<file path="src/rtl/trig_pkg.sv">
`timescale 1ns/1ps
package trig_pkg;

   // Countdown timer phases
   typedef enum logic {
      TMR_IDLE = 1'b0,
      TMR_RUN  = 1'b1
   } tmr_state_e;

   // Feedback mask for the 32-bit shift-left LFSR (bits 31, 21, 1, 0)
   localparam logic [31:0] LFSR32_TAPS = 32'h8020_0003;
   localparam logic [31:0] LFSR32_SEED = 32'h0000_0001;

endpackage

</file>
<file path="src/rtl/trig_lfsr.sv">
`timescale 1ns/1ps
module trig_lfsr #(
   parameter int          WIDTH = 32,
   parameter logic [WIDTH-1:0] TAPS  = trig_pkg::LFSR32_TAPS,
   parameter logic [WIDTH-1:0] SEED  = trig_pkg::LFSR32_SEED
) (
   input  logic             clk,
   input  logic             rst_n,
   input  logic             step,
   output logic [WIDTH-1:0] word
);

   logic feedback;

   initial begin
      assert (WIDTH >= 2) else $error("trig_lfsr: WIDTH too small");
      assert (SEED != '0) else $error("trig_lfsr: all-zero seed locks up");
   end

   assign feedback = ^(word & TAPS);

   always_ff @(posedge clk) begin
      if (!rst_n)
         word <= SEED;
      else if (step)
         word <= {word[WIDTH-2:0], feedback};
   end

endmodule

</file>
<file path="src/rtl/trig_interval.sv">
`timescale 1ns/1ps
module trig_interval #(
   parameter int PERIOD_W  = 32,
   parameter int EXP_W     = 5,
   parameter int RAND_W    = 32,
   parameter int SUM_W     = 33,
   parameter bit JITTER_EN = 1'b1
) (
   input  logic [PERIOD_W-1:0] base_period,
   input  logic [EXP_W-1:0]    rand_exp,
   input  logic [RAND_W-1:0]   rand_word,
   output logic [SUM_W-1:0]    interval
);

   logic [SUM_W-1:0] offset;
   logic [SUM_W-1:0] raw_sum;

   generate
      if (JITTER_EN) begin : g_jitter
         logic [RAND_W-1:0] keep;
         for (genvar b = 0; b < RAND_W; b++) begin : g_mask
            assign keep[b] = (32'(rand_exp) > b);
         end
         assign offset = SUM_W'(rand_word & keep);
      end else begin : g_fixed
         assign offset = '0;
      end
   endgenerate

   assign raw_sum  = SUM_W'(base_period) + offset;
   // A zero interval cannot be counted down: clamp to one cycle
   assign interval = (raw_sum == '0) ? SUM_W'(1) : raw_sum;

endmodule

</file>
<file path="src/rtl/trig_timer.sv">
`timescale 1ns/1ps
module trig_timer
   import trig_pkg::*;
#(
   parameter int SUM_W   = 33,
   parameter int COUNT_W = 32
) (
   input  logic               clk,
   input  logic               rst_n,
   input  logic               enable,
   input  logic [SUM_W-1:0]   interval,
   output logic               draw,
   output logic               trig_pulse,
   output logic [COUNT_W-1:0] trig_count
);

   tmr_state_e       state;
   logic [SUM_W-1:0] remain;
   logic             expire;

   assign expire = (state == TMR_RUN) && (remain == SUM_W'(1));
   assign draw   = enable && ((state == TMR_IDLE) || expire);

   always_ff @(posedge clk) begin
      if (!rst_n) begin
         state      <= TMR_IDLE;
         remain     <= '0;
         trig_pulse <= 1'b0;
         trig_count <= '0;
      end else begin
         trig_pulse <= 1'b0;
         if (!enable) begin
            state <= TMR_IDLE;
         end else if (state == TMR_IDLE) begin
            state  <= TMR_RUN;
            remain <= interval;
         end else if (expire) begin
            remain     <= interval;
            trig_pulse <= 1'b1;
            trig_count <= trig_count + COUNT_W'(1);
         end else begin
            remain <= remain - SUM_W'(1);
         end
      end
   end

endmodule

</file>
<file path="src/rtl/jitter_trig_gen.sv">
`timescale 1ns/1ps
module jitter_trig_gen #(
   parameter int PERIOD_W  = 32,
   parameter int EXP_W     = 5,
   parameter int RAND_W    = 32,
   parameter int COUNT_W   = 32,
   parameter bit JITTER_EN = 1'b1
) (
   input  logic                clk,
   input  logic                rst_n,
   input  logic                enable,
   input  logic [PERIOD_W-1:0] base_period,
   input  logic [EXP_W-1:0]    rand_exp,
   output logic                trig_pulse,
   output logic [COUNT_W-1:0]  trig_count
);

   localparam int WIDEST = (PERIOD_W > RAND_W) ? PERIOD_W : RAND_W;
   localparam int SUM_W  = WIDEST + 1;

   initial begin
      assert (PERIOD_W >= 2) else $error("jitter_trig_gen: PERIOD_W too small");
      assert (EXP_W >= 1 && EXP_W <= 6) else $error("jitter_trig_gen: EXP_W out of range");
      assert ((2 ** EXP_W) - 1 <= RAND_W) else $error("jitter_trig_gen: RAND_W cannot cover exponent");
      assert (COUNT_W >= 1) else $error("jitter_trig_gen: COUNT_W too small");
   end

   logic [RAND_W-1:0] rand_word;
   logic [SUM_W-1:0]  interval;
   logic              draw;

   generate
      if (JITTER_EN) begin : g_rng
         trig_lfsr #(
            .WIDTH (RAND_W),
            .TAPS  (RAND_W'(trig_pkg::LFSR32_TAPS)),
            .SEED  (RAND_W'(trig_pkg::LFSR32_SEED))
         ) u_lfsr (
            .clk   (clk),
            .rst_n (rst_n),
            .step  (draw),
            .word  (rand_word)
         );
      end else begin : g_no_rng
         assign rand_word = '0;
      end
   endgenerate

   trig_interval #(
      .PERIOD_W  (PERIOD_W),
      .EXP_W     (EXP_W),
      .RAND_W    (RAND_W),
      .SUM_W     (SUM_W),
      .JITTER_EN (JITTER_EN)
   ) u_interval (
      .base_period (base_period),
      .rand_exp    (rand_exp),
      .rand_word   (rand_word),
      .interval    (interval)
   );

   trig_timer #(
      .SUM_W   (SUM_W),
      .COUNT_W (COUNT_W)
   ) u_timer (
      .clk        (clk),
      .rst_n      (rst_n),
      .enable     (enable),
      .interval   (interval),
      .draw       (draw),
      .trig_pulse (trig_pulse),
      .trig_count (trig_count)
   );

endmodule

</file>
<file path="config.mk">
export PLATFORM = sky130hd
export DESIGN_NAME = jitter_trig_gen
export DESIGN_NICKNAME = d
export VERILOG_FILES = /design/src/rtl/trig_pkg.sv /design/src/rtl/trig_lfsr.sv /design/src/rtl/trig_interval.sv /design/src/rtl/trig_timer.sv /design/src/rtl/jitter_trig_gen.sv
export SDC_FILE = /design/constraint.sdc
export NUM_CORES = 1
export LEC_CHECK = 0
export BUFFER_PORTS_ARGS = -buffer_cell sky130_fd_sc_hd__buf_2
export CORE_ASPECT_RATIO = 0.5
export CORE_MARGIN = 3
export CORE_UTILIZATION = 40
export CTS_BUF_LIST = sky130_fd_sc_hd__clkbuf_2
export CTS_CLUSTER_SIZE = 12
export DETAILED_ROUTE_END_ITERATION = 16
export PLACE_DENSITY = 0.57
export SLEW_MARGIN = 15
export SYNTH_ARGS = -nofsm -noshare
export SYNTH_HDL_FRONTEND = slang
export SYNTH_SLANG_ARGS = --single-unit
export TNS_END_PERCENT = 100
</file>
<file path="constraint.sdc">
create_clock -name clk -period 3.7 [get_ports clk]
set_input_delay 0.555 -clock clk [delete_from_list [all_inputs] [get_ports clk]]
set_output_delay 0.555 -clock clk [all_outputs]
set_load 0.02 [all_outputs]
</file>
# Word-level counts from Yosys, hierarchy flattened
# Cells that the tools add are included.
[classes] n_div=0 n_addsub=3 n_lt_le_gt_ge=31 n_reduce_logical=7 mux=5 eq_ne=1 n_bitwise=2 n_mul=0 shift=0
[op_table] op="$mux 33" n=3
[op_table] op="$gt 5x5->1 const B" n=15
[op_table] op="$gt 5x4->1 const B" n=8
[op_table] op="$add 32x33->33" n=1
[op_table] op="$eq 33x1->1 const B" n=1
[op_table] op="$logic_not 33->1" n=1
[op_table] op="$sub 33x1->33 const B" n=1
[op_table] op="$add 32x1->32 const B" n=1
[op_table] op="$and 32x31->32" n=1
[op_table] op="$reduce_xor 32->1" n=1
[op_table] op="$gt 5x3->1 const B" n=4
[op_table] op="$gt 5x1->1 const B" n=2
[op_table] op="$gt 5x2->1 const B" n=2
[op_table] op="$reduce_and 3->1" n=2
[op_table] op="$logic_and 1x1->1" n=2
[op_table] op="$mux 1" n=2
[op_table] op="$logic_or 1x1->1" n=1
[op_table] op="$not 1->1" n=1
[totals] latchBits=0 n_memories=0 regBits=99 ramBits=0 output_inout_bits=33 romBits=0

# Longest topological paths before layout
[depth] ltp_word=7 mapped_depth=16

# Cells and area by module
# A second synthesis with hierarchy kept.
[unflattened] cells_unflattened=991 hier_area_um2=7692.4
[by_module_without_submodules] mod="trig_timer" seq_area_each_um2=1341.3 area_per_inst_um2=3913.8 cells_each=501 instances=1
[by_module_without_submodules] mod="trig_interval" seq_area_each_um2=0.0 area_per_inst_um2=2544.9 cells_each=384 instances=1
[by_module_without_submodules] mod="trig_lfsr" seq_area_each_um2=640.6 area_per_inst_um2=1233.7 cells_each=106 instances=1

# Worst setup path before layout
# Ideal clock, no wire load.
[synth_path] path_kind="input port to flip-flop" from="input rand_exp[1]" to="register u_timer.remain[0]" setup_slack_ns=-0.103 arrival_time_ns=3.743 cell_stages=15 setup_ns=0.060 cell_sequence="or2_2 -> clkbuf_1 -> o21a_1 -> o21a_1 -> ha_1 -> clkbuf_1 -> nand4_1 -> o22ai_1 -> a221oi_1 -> a21boi_0 -> or3_1 -> a2111oi_0 -> nand4_1 -> nor4_1 -> o41a_1"
[synth_via] elab_chain_cells=7 elab_cells_between_ends=37 classes_between="add/sub: 1; order compare: 31; mux: 3; bitwise: 1; reduce/logical: 1"
[synth_lines] item="from (decl)" line_no="jitter_trig_gen.sv:13" rtl="input logic [EXP_W-1:0] rand_exp,"
[synth_lines] item="$gt 5x1->1, or another cell as far along" line_no="trig_interval.sv:22" rtl="assign keep[b] = (32'(rand_exp) > b);"
[synth_lines] item="$and 32x31->32 (*)" line_no="trig_interval.sv:24" rtl="assign offset = SUM_W'(rand_word & keep);"
[synth_lines] item="$add 32x33->33 (*)" line_no="trig_interval.sv:30" rtl="assign raw_sum = SUM_W'(base_period) + offset;"
[synth_lines] item="$logic_not 33->1" line_no="trig_interval.sv:32" rtl="assign interval = (raw_sum == '0) ? SUM_W'(1) : raw_sum;"
[synth_lines] item="$mux 33 (*)" line_no="trig_interval.sv:32"
[synth_lines] item="$mux 33" line_no="trig_timer.sv:37" rtl="end else if (expire) begin"
[synth_lines] item="$mux 33 (*)" line_no="trig_timer.sv:34" rtl="end else if (state == TMR_IDLE) begin"
[synth_lines] item="to (signal assigned)" line_no="trig_timer.sv:36" rtl="remain <= interval;"
[synth_lines] item="to (signal assigned)" line_no="trig_timer.sv:38" rtl="remain <= interval;"
[synth_lines] item="to (signal assigned)" line_no="trig_timer.sv:42" rtl="remain <= remain - SUM_W'(1);"
[synth_lines] item="to (decl)" line_no="trig_timer.sv:18" rtl="logic [SUM_W-1:0] remain;"
# Every way passes the cells marked *; elsewhere a longest branch is shown, timed or not.
# A chain may end at the register's enable or synchronous reset.

# Worst setup path after layout
[layout_path] from="register g_rng.u_lfsr.word[4]" to="register u_timer.remain[0]"
[layout_via] elab_chain_cells=6
[layout_lines] item="from (decl)" line_no="trig_lfsr.sv:10" rtl="output logic [WIDTH-1:0] word"
[layout_lines] item="from (signal assigned)" line_no="trig_lfsr.sv:26" rtl="word <= {word[WIDTH-2:0], feedback};"
[layout_lines] item="$and 32x31->32 (*)" line_no="trig_interval.sv:24"
[layout_lines] item="$add 32x33->33 (*)" line_no="trig_interval.sv:30"
[layout_lines] item="$logic_not 33->1 (*)" line_no="trig_interval.sv:32"
[layout_lines] item="$mux 33 (*)" line_no="trig_interval.sv:32"
[layout_lines] item="$mux 33" line_no="trig_timer.sv:37"
[layout_lines] item="$mux 33 (*)" line_no="trig_timer.sv:34"
# Marked as above.

==> run summary <==
Entering global routing, the biggest net connects 70 pins. The final count of negative-setup-slack endpoints is 0. After synthesis, the most frequently instantiated cells are nand2_1, dfxtp_1, a21oi_1, nor2_1, o21ai_0. The total clock buffers created by CTS came out at 9.

The final clock period utilization by the worst path is about 90%. Measured along the x axis, the die boundary spans slightly below 200 um. The required time at the endpoint of the critical path came out at roughly 4.4 ns. The placed cell area came out at around 8500 um2.

On the final layout, the worst clock skew is between 0.06 and 0.07 ns. The sequential share of the synthesized area came out at between 20 and 30%. Setup repair after global routing left no endpoint under its margin. Across all hold checks on the routed design, the worst slack comes to 0.298 ns.

Counting flops with a built-in enable in the synthesized netlist gives 0. The critical path launch point type is a flip-flop. The worst hold path belongs to the class primary input to flip-flop.

Across all layers, the routed design uses between 7000 and 8000 vias. Including well taps, the total number of placed cells is 1344. In this run the tool buffered the top-level ports with 72 buffer cells.

The number of ports placed on the die boundary came out at 73. The highest ir drop seen on vdd came out at 0.203 mV. The most used flip-flop cell after synthesis is dfxtp_1. The number of cell rows is 33. The async set-or-reset flop fraction in the synthesized netlist came out at 0%. The wire length of the first global-routing pass came out at around 36000 um. For this run, the post-layout net count is roughly 1200.

The die span in y came out at between 100 and 150 um. The initial core utilization is approximately 42%. The post-layout minimum cycle time came out at roughly 3.4 ns. dfxtp_1 takes more of the synthesized area than any other cell. The startpoint of the lowest-slack register-to-register path is g_rng.u_lfsr.word[4]. The clock-pin transition on the worst setup and hold timing paths came out at about 0.35 ns. After legalization and detailed placement, the total HPWL measured around 17000 um.

The average cell area after synthesis came out at 7.30 um2. The cell at the root of the clock tree is clkbuf_2. The count of different cell masters after synthesis is 69. In the final layout, the multi-input gates occupy between 4000 and 5000 um2. The die outline area came out at ~19000 um2. The maximum operating frequency is 0.293 GHz. After detailed routing, the number of vias per cell comes to roughly 5.5. After synthesis, the cell types taking the most area are dfxtp_1, nand2_1, a21oi_1. The combined global-route utilization of all metal layers is between 20% and 30%. The clock net sink count is roughly 100. The signal on the critical path passes through a21boi_0 -> ha_1 -> and2_1 -> a221o_1 -> o2111ai_1 -> a21boi_0 -> or3_1 -> a2111oi_0 -> nand4_1 -> nor4_1 -> o41a_1. The number of synthesis warnings came out at 0. Once layout is complete, the cells apart from fillers number between 1000 and 1500. Dividing the detail-routed wire length by the instance count gives roughly 16 um. The count of state elements after synthesis came out at 99.

The netlist area before placement is 7090 um2. The placeable core region is 16800 um2. The number of nets in the synthesized netlist is approximately 1000. The number of max-slew violations in the final report is 0. The worst setup path is of the flip-flop to flip-flop kind. The total leakage power came out at ~3.6 nW. The later pin in the worst-skew pair is clocked with a latency of approximately 0.67 ns.

The most numerous cell on the critical path is a21boi_0. The kind of cell adding the most delay to the critical path is compound AO/OA/AOI/OAI gates. After clock tree synthesis, the flow added hold-fix buffers numbering 0.

After synthesis, the largest area contributor takes up between 20% and 30% of total cell area. The run finished with clean final reports. The gate count after technology mapping came out at 971. The number of antenna violations at the first check in global routing was 1. Max-cap violations in this run came to 0. The transition time at the pin with the least slew margin came out at about 0.81 ns. The number of global-route vias before repair came to between 6000 and 7000. The first-iteration detailed-routing DRC count came out at 409. Along the worst path, the maximum fanout reaches 4. The buffer levels on the longest clock path is 2. The number of buffers and inverters on the critical path is 0. The TritonCTS clock tree is done. The worst setup path is captured at a flip-flop.

The number of instances resized during post-cts repair is 0. The relative slew slack is a little under half. The critical path starts at g_rng.u_lfsr.word[4]. The power density normalized to cell area is between 200 and 300 nW/um2. In this design, the stage delay of the slowest critical-path cell is ~0.45 ns.

Across the whole layout, storage elements account for slightly below 2000 um2. Fill cells in the final layout number 1700. The leftover overflow at the end of global routing came out at 0. The number of levels the H-tree was split into is 3. The total setup buffers inserted after CTS is 0. The signal arrival time at the worst endpoint came out at around 4.1 ns.

The slowest stage of the critical path belongs to the cell a2111oi_0. The remaining antenna violation count is 0. The number of endpoints with negative hold slack in the final report was 0.

The total non-filler cell area in the finished layout came out at roughly 8600 um2. In the final timing run, aggregate negative setup slack is 0 ns. The layout cell share with drive strength beyond 1 is 20.9%. The final layout contains routed wiring with a total length of around 22000 um.

The startpoint of the worst hold path is enable. Yosys instantiated no cell more often than nand2_1. The number of iterations in the first detailed-routing pass is 6. Relative to the synthesized area, the layout overhead comes to 21.3%. The weighted congestion reported at the end of routability-driven placement came out at approximately 0.89. The number of remaining DRC errors came out at 0.
==> registers in the layout, indices dropped and copies added, names as in the netlist <==
name / flops
u_timer.state: 1
g_rng.u_lfsr.word: 32
u_timer.trig_pulse: 1
u_timer.trig_count: 32
u_timer.remain: 33
==> path summary, 6_finish.rpt <==
path | endpoint | slack (ns) | cells after the start
worst min-delay path | u_timer.trig_pulse | 0.30 | 3
worst max-delay path | u_timer.remain[0] | 0.29 | 11
worst min register to register | g_rng.u_lfsr.word[1] | 0.42 | 2
worst max register to register | u_timer.remain[0] | 0.29 | 11
==> metal layers <==
| layer | GRT usage, % | share of wire [%] | routed length (um) |
|---|---|---|---|
| met5 | 0 | 0 | 0 |
| met4 | 3.53 | 0.68 | 149 |
| met3 | 4.83 | 5.8 | 1260 |
| met2 | 34.1 | 40 | 8830 |
| met1 | 33.7 | 53 | 11600 |
==> metrics by stage <==
| step | utilization [%] | total power [W] | worst slack, ns |
|---|---|---|---|
| final | 51.0 | 0.00217 | 0.289 |
| after global routing | 51.0 | 0.00229 | 0.0157 |
| after CTS | 51.0 | 0.00219 | 0.275 |
| after detailed placement | 50.4 | 0.00163 | -0.248 |
| after global placement | 50.4 | 0.00163 | -0.196 |
| after floorplan | - | 0.00144 | 0.00846 |
==> where the power goes <==
group          leakage, nW  internal (W)  switching (W)
Combinational         2.72      0.000201       0.000281
Sequential           0.805       0.00110      0.0000376
Clock               0.0636      0.000102       0.000442
==> logic make-up (layout without fill, tap and decap cells) <==
group	count (synthesis)	count (layout)	share of synthesized area, %
AOI/OAI and AO/OA	294	294	25.9
buffers and inverters	75	237	4.01
DFF	99	99	28.0
and+or+nand+nor	418	418	29.6
xor gates and xnor gates	48	48	5.93
adders and majority gates	35	35	6.29
muxes	2	2	0.282
other	0	1	0
==> tightest hold or removal path: cells and delay by family <==
kind / cells / cell delay (ns)
and+or+nand+nor: 2 / 0.28
buffers and inverters: 1 / 0.10
==> cells in the final DEF, fill, tap and decap left out, drive strengths merged, types with 25 or more instances in the layout <==
cell type and n:
nor2 85, xor2 25, a21oi 91, ha 34
nor3 37, buf 198, dfxtp 99, nand3 27
inv 25, or3 26, nand2 145, o21ai 84
==> cell type report <==
| class | count | area share (%) |
|---|---|---|
| Inverter | 23 | 1.00 |
| Clock buffer | 9 | 0.524 |
| Tap cell | 227 | 3.30 |
| Timing Repair Buffer | 198 | 15.2 |
| Multi-Input combinational cell | 797 | 56.2 |
| Antenna cell | 1 | 0.0291 |
| Clock inverter | 7 | 0.698 |
| Sequential cell | 99 | 23.0 |
(Power assumes the default switching activity.)
